$ cat config.mk
export PLATFORM = sky130hd
export DESIGN_NAME = irq_pq_mmio
export DESIGN_NICKNAME = d
export VERILOG_FILES = /design/src/rtl/irq_pq_pkg.sv /design/src/rtl/irq_pq_decode.sv /design/src/rtl/irq_pq_state.sv /design/src/rtl/irq_pq_mmio.sv
export SDC_FILE = /design/constraint.sdc
export NUM_CORES = 1
export LEC_CHECK = 0
export BUFFER_PORTS_ARGS = -buffer_cell sky130_fd_sc_hd__buf_2
export CORE_MARGIN = 2
export CORE_UTILIZATION = 40
export DETAILED_ROUTE_END_ITERATION = 10
export GPL_TIMING_DRIVEN = 0
export PLACE_DENSITY = 0.72
export SYNTH_ARGS = -nofsm -noshare
export SYNTH_HDL_FRONTEND = slang
export SYNTH_SLANG_ARGS = --single-unit
$ cat constraint.sdc
create_clock -name clk -period 2.15 [get_ports clk]
set_input_delay 0.1075 -clock clk [delete_from_list [all_inputs] [get_ports clk]]
set_output_delay 0.1075 -clock clk [all_outputs]
set_load 0.05 [all_outputs]
$ cat src/rtl/irq_pq_pkg.sv
// Shared types and the state-transition function of the PQ controller.
// Assumes a two-bit state {P,Q} per source, with P as the MSB.
package irq_pq_pkg;

    typedef enum logic [2:0] {
        OP_NONE,
        OP_TRIG,
        OP_EOI,
        OP_GET,
        OP_SET
    } pq_op_e;

    localparam logic [1:0] PQ_RESET = 2'b01;

    typedef struct packed {
        logic [1:0] pq;
        logic       notify;
    } pq_upd_t;

    // Computes the next state and the notify flag for one operation.
    function automatic pq_upd_t pq_step(pq_op_e op, logic [1:0] cur, logic [1:0] setv);
        pq_upd_t r;
        r.pq     = cur;
        r.notify = 1'b0;
        case (op)
            OP_TRIG: begin
                case (cur)
                    2'b00:   begin r.pq = 2'b10; r.notify = 1'b1; end
                    2'b10,
                    2'b11:   r.pq = 2'b11;
                    default: r.pq = cur;
                endcase
            end
            OP_EOI: begin
                case (cur)
                    2'b10:   r.pq = 2'b00;
                    2'b11:   begin r.pq = 2'b10; r.notify = 1'b1; end
                    default: r.pq = cur;
                endcase
            end
            OP_SET:  r.pq = setv;
            default: r.pq = cur;
        endcase
        return r;
    endfunction

endpackage

$ cat src/rtl/irq_pq_decode.sv
// Turns an MMIO request into a PQ operation.
// Assumes the source index has already been range-checked by the caller
// (src_ok), and that cfg_bit is the selected source's configuration bit.
module irq_pq_decode
    import irq_pq_pkg::*;
#(
    parameter int OFF_W = 12
) (
    input  logic             is_write,
    input  logic             trig_page,
    input  logic             src_ok,
    input  logic             cfg_bit,
    input  logic [OFF_W-1:0] offset,
    input  logic [1:0]       size,
    output pq_op_e           op,
    output logic [1:0]       set_val
);

    localparam logic [1:0] SIZE_8B = 2'd3;

    // Classifies the access by page, direction, offset and size.
    always_comb begin
        op      = OP_NONE;
        set_val = offset[9:8];
        if (!src_ok) begin
            op = OP_NONE;
        end else if (trig_page) begin
            if (is_write && cfg_bit) op = OP_TRIG;
        end else if (is_write) begin
            if (offset[11:10] == 2'b00)
                op = OP_TRIG;
            else if (offset == 12'h400 && cfg_bit)
                op = OP_EOI;
        end else if (size == SIZE_8B) begin
            case (offset)
                12'h000: op = OP_EOI;
                12'h800: op = OP_GET;
                12'hC00, 12'hD00,
                12'hE00, 12'hF00: op = OP_SET;
                default: op = OP_NONE;
            endcase
        end
    end

endmodule

$ cat src/rtl/irq_pq_state.sv
// Per-source PQ state registers with a single write port.
// Assumes at most one update per cycle; the reset state is masked (01).
module irq_pq_state
    import irq_pq_pkg::*;
#(
    parameter int NUM_SRC = 8,
    localparam int SRC_W  = $clog2(NUM_SRC)
) (
    input  logic                 clk,
    input  logic                 rst_n,
    input  logic                 upd_en,
    input  logic [SRC_W-1:0]     upd_src,
    input  logic [1:0]           upd_pq,
    output logic [2*NUM_SRC-1:0] pq_vec
);

    for (genvar g = 0; g < NUM_SRC; g++) begin : g_src
        logic [1:0] pq_q;

        // Holds one source's state; loads it when this source is addressed.
        always_ff @(posedge clk) begin
            if (!rst_n)
                pq_q <= PQ_RESET;
            else if (upd_en && upd_src == SRC_W'(g))
                pq_q <= upd_pq;
        end

        assign pq_vec[2*g +: 2] = pq_q;
    end

endmodule

$ cat src/rtl/irq_pq_mmio.sv
// Top of the PQ state MMIO controller: it decodes requests, applies
// atomic read-modify-write updates, and registers the response and
// the notification. Assumes one request per cycle and no response
// backpressure.
module irq_pq_mmio
    import irq_pq_pkg::*;
#(
    parameter int  NUM_SRC = 8,
    localparam int SRC_W   = $clog2(NUM_SRC),
    localparam int OFF_W   = 12,
    localparam int ADDR_W  = OFF_W + SRC_W + 1,
    localparam int DATA_W  = 64
) (
    input  logic               clk,
    input  logic               rst_n,
    input  logic [NUM_SRC-1:0] cfg_store_eoi,
    input  logic               req_valid,
    output logic               req_ready,
    input  logic               req_write,
    input  logic [ADDR_W-1:0]  req_addr,
    input  logic [1:0]         req_size,
    output logic               rsp_valid,
    output logic [DATA_W-1:0]  rsp_data,
    output logic               ntf_valid,
    output logic [SRC_W-1:0]   ntf_src
);

    logic [OFF_W-1:0]     offset;
    logic [SRC_W-1:0]     src_idx;
    logic                 trig_page;
    logic                 src_ok;
    logic                 cfg_bit;
    logic [1:0]           cur_pq;
    logic [1:0]           set_val;
    logic [2*NUM_SRC-1:0] pq_vec;
    logic                 accept;
    pq_op_e               op;
    pq_upd_t              upd;

    assign req_ready = 1'b1;
    assign accept    = req_valid && req_ready;
    assign offset    = req_addr[OFF_W-1:0];
    assign src_idx   = req_addr[OFF_W +: SRC_W];
    assign trig_page = req_addr[ADDR_W-1];
    assign src_ok    = {1'b0, src_idx} < (SRC_W+1)'(NUM_SRC);

    // Selects the addressed source's state and configuration bit.
    always_comb begin
        cur_pq  = 2'b00;
        cfg_bit = 1'b0;
        for (int i = 0; i < NUM_SRC; i++) begin
            if (src_idx == SRC_W'(i)) begin
                cur_pq  = pq_vec[2*i +: 2];
                cfg_bit = cfg_store_eoi[i];
            end
        end
    end

    irq_pq_decode #(.OFF_W(OFF_W)) u_decode (
        .is_write  (req_write),
        .trig_page (trig_page),
        .src_ok    (src_ok),
        .cfg_bit   (cfg_bit),
        .offset    (offset),
        .size      (req_size),
        .op        (op),
        .set_val   (set_val)
    );

    // Computes the next state of the addressed source.
    always_comb upd = pq_step(op, cur_pq, set_val);

    irq_pq_state #(.NUM_SRC(NUM_SRC)) u_state (
        .clk     (clk),
        .rst_n   (rst_n),
        .upd_en  (accept && op != OP_NONE),
        .upd_src (src_idx),
        .upd_pq  (upd.pq),
        .pq_vec  (pq_vec)
    );

    // Registers the response with the pre-update state or all-ones.
    always_ff @(posedge clk) begin
        if (!rst_n) begin
            rsp_valid <= 1'b0;
            rsp_data  <= '0;
        end else begin
            rsp_valid <= accept;
            if (accept) begin
                if (req_write)
                    rsp_data <= '0;
                else if (op == OP_NONE)
                    rsp_data <= '1;
                else
                    rsp_data <= DATA_W'(cur_pq);
            end
        end
    end

    // Registers the notification pulse and its source index.
    always_ff @(posedge clk) begin
        if (!rst_n) begin
            ntf_valid <= 1'b0;
            ntf_src   <= '0;
        end else begin
            ntf_valid <= accept && upd.notify;
            if (accept && upd.notify)
                ntf_src <= src_idx;
        end
    end

endmodule

==> flow_metrics.tcl <==
set metrics [dict create \
    status "completed" \
    total_power_uw 1410 \
    root_buffer "clkbuf_8" \
    ant_nets 0 \
    grt_max_degree 64 \
    drive_gt1_share_pct 58.4 \
    dp_slack_ps -67.8 \
    start_util_pct 41.4 \
    port-buffer-count 97 \
    gp_congestion 0.762 \
    drt_wl_total_um 4700 \
    core-area_um2 4720 \
    crit-reg2reg-launch "u_state.g_src[2].pq_q[0]$_SDFFE_PN1P_" \
    synth_top_family_by_area "buffers and inverters" \
    dpl.hpwl_um 3640 \
    max_freq_mhz 502 \
    r2r.worst_path.cells 6 \
    cts_tree "yes" \
    switching_power_uw 539 \
    p_per_area_nw_per_um2 542 \
    clockPowerShare_pct 29.0 \
    vdd_drop_max_uv 340 \
    critPathSlowestCell "mux4_1" \
    clk_pin_slew_ps 100 \
    startpoint_type "flop" \
    arrival_ps 2140 \
    yosysUniqueCellTypes 49 \
    holdPathEnd "rsp_data[0]$_SDFFE_PN0P_" \
    synthArstFlopShare_pct 0 \
    synth-edff-count 0 \
    io_pins 100 \
    synth-simple-area-share_pct 21.4 \
    p_int_uw 876 \
    via_per_inst 4.59 \
    crit_required_ps 2300 \
    slew_headroom_pct 35.3 \
    finalCritPeriodShare_pct 92.7 \
    grt_pass1_vias 1527 \
    finalHoldViolCount 0 \
    numCtsBuffers 3 \
    drc 0 \
    finalCriticalPeriod_ps 1990 \
    clkSinkCount 24 \
    yosysTopAreaCellShare_pct 24.6 \
    wl_per_cell_um 12.2 \
    area_delta_synth_final_pct 33.5 \
    yosys_warnings 0 \
    critPathMaxFanout 8 \
    diodes 0 \
    fin_worst_skew_ps 10.2 \
    vias 1762 \
    hold-worst-slack_ps 91.9 \
    num_rows 25 \
    rsz0062_at_grt "no" \
    timing.setup.tns_ps 0 \
    synth_compound_area_share_pct 12.2 \
    p_leak_uw 0.00132 \
    synthXorXnorAreaFrac_pct 0 \
    die_x_um 73.9 \
    synth-seq-cells 24 \
    yosysTopAreaCell "dfxtp_1" \
    die_y_um 73.9 \
    syn_area_um2 1950 \
    dieArea_um2 5460 \
    syn-num-nets 246 \
    grt_use_total_pct 17.1 \
    max_cap_violations 0 \
    holdCritStartpoint "req_write" \
    grt_pass1_wl_um 7270 \
    rrSetupSlack_ps 160 \
    clk_latency_ps 280 \
    nets 348 \
    yosys-top-cells-count "buf_4 (63), dfxtp_1 (24), nand2_1 (17), mux2i_1 (15), nor2b_1 (11)" \
    min_path_cells 2 \
    combPwrFrac_pct 38.0 \
    cp-end-kind "flop" \
    synth_fa_ha_area_share_pct 0 \
    cts.path.max_buffers 2 \
    drt_iter0_markers 63 \
    synth.avg_cell_area_um2 9.05 \
    synth_top_flop_cell "dfxtp_1" \
    htreeDepth 1 \
    muxShareOfSynthArea_pct 14.2 \
    seq_area_frac_synth_pct 24.6 \
    firstDrtPassIters 4 \
    grt_overflow 0 \
    cp_cell_sequence "mux4_1, mux2i_4, nand2_1, o32a_1, nand4_2, o32ai_1" \
    synth_cells 216 \
    yosysMostFrequentCell "buf_4" \
    setup_slack_ps 156 \
    slew_viol_final 0 \
    setup_viol 0 \
    ctsHoldBuffers 0 \
    p_seq_share_pct 32.9 \
    path_class "reg2reg" \
    switching_share_pct 38.1 \
    r2r-end "u_state.g_src[7].pq_q[1]$_SDFFE_PN0P_" \
    hold_path_class "in2reg" \
    worstMarginPinSlew_ps 971 \
    critPathMaxStageDelay_ps 540 \
    synth.area.top_cells "dfxtp_1 (25%), buf_4 (24%), mux2i_1 (7.7%)" \
    antenna_found_initial 0 \
]
==> cell families (layout without fill, tap and decap cells) <==
kind of cell    Yosys count  count (layout)
mux                      20              20
compound gates           29              29
buf+inv                  75             176
simple gates             67              67
flops                    24              24
other cells               1               1
==> cell usage in the layout, fill, tap and decap left out, drive strengths merged, types with 2 or more instances in the layout <==
cell type,Yosys,final
buf,67,164
dfxtp,24,24
nand2,17,17
mux2i,16,16
nor2b,11,11
nor3,10,10
clkbuf,3,6
nor2,5,5
o32ai,5,5
inv,5,5
nand3,4,4
mux4,4,4
o311ai,4,4
o31ai,4,4
nand4,3,3
nor4,3,3
and2,2,2
a211o,2,2
a31oi,2,2
o32a,2,2
nand3b,2,2
nand2b,2,2
o21a,2,2
and3,2,2
==> power by group through the flow <==
stage               clock network [uW]  logic (uW)  registers, uW
finish                             411         538            466
global route                       436         568            468
CTS                                409         539            466
detailed placement                   0         538            477
global placement                     0         543            475
floorplan                            0         411            488
==> worst max-delay path, delay by kind of cell, from the launching register on <==
family	cells	cell delay [ps]
DFF	1	320
AOI/OAI and AO/OA	2	460
and+or+nand+nor	2	320
muxes	2	760
==> sequential cells by signal (all words and copies together), names as in the netlist <==
register,count
ntf_src,3
u_state.g_src.pq_q,16
ntf_valid,1
rsp_data,3
rsp_valid,1
==> final cells by class <==
type | instances | area, um^2
clock buffer | 3 | 41.3
inverter | 5 | 18.8
tap | 67 | 83.8
multi-input combinational | 117 | 951
clock inverter | 1 | 30.0
sequential | 24 | 482
fill | 423 | 2110
buffer | 70 | 517
timing repair buffer | 97 | 485
==> layer usage <==
metal | part of all wire [%] | global-route usage, %
met5 | 0 | 0
met3 | 8.5 | 3.16
met2 | 45 | 27.1
met1 | 45 | 22.7
met4 | 1.4 | 7.27
==> through the flow <==
| stage | cell area [um^2] | utilization (%) | instances |
|---|---|---|---|
| floorplan | 1950 | - | 216 |
| global placement | 2520 | 53.4 | 380 |
| detailed placement | 2520 | 53.5 | 380 |
| CTS | 2600 | 55.0 | 384 |
| global route | 2610 | 55.2 | 384 |
| finish | 2610 | 55.2 | 384 |
==> worst max path at each step <==
stage,from,to
after global routing,u_state.g_src[2].pq_q[0]$_SDFFE_PN1P_,ntf_src[1]$_SDFFE_PN0P_
after detailed placement,req_addr[1],u_state.g_src[3].pq_q[1]$_SDFFE_PN0P_
after floorplan,rsp_data[62]$_SDFFE_PN0P_,rsp_data[10]
after global placement,req_addr[1],u_state.g_src[7].pq_q[0]$_SDFFE_PN1P_
after CTS,u_state.g_src[2].pq_q[1]$_SDFFE_PN0P_,ntf_src[1]$_SDFFE_PN0P_
final,u_state.g_src[2].pq_q[0]$_SDFFE_PN1P_,u_state.g_src[7].pq_q[1]$_SDFFE_PN0P_
==> timing repair <==
item                       in CTS  in global routing
resized for setup               1                  1
pin swaps                       0                  1
buffers inserted                0                  0
setup endpoints to repair       3                  3
(Power assumes the default switching activity.)
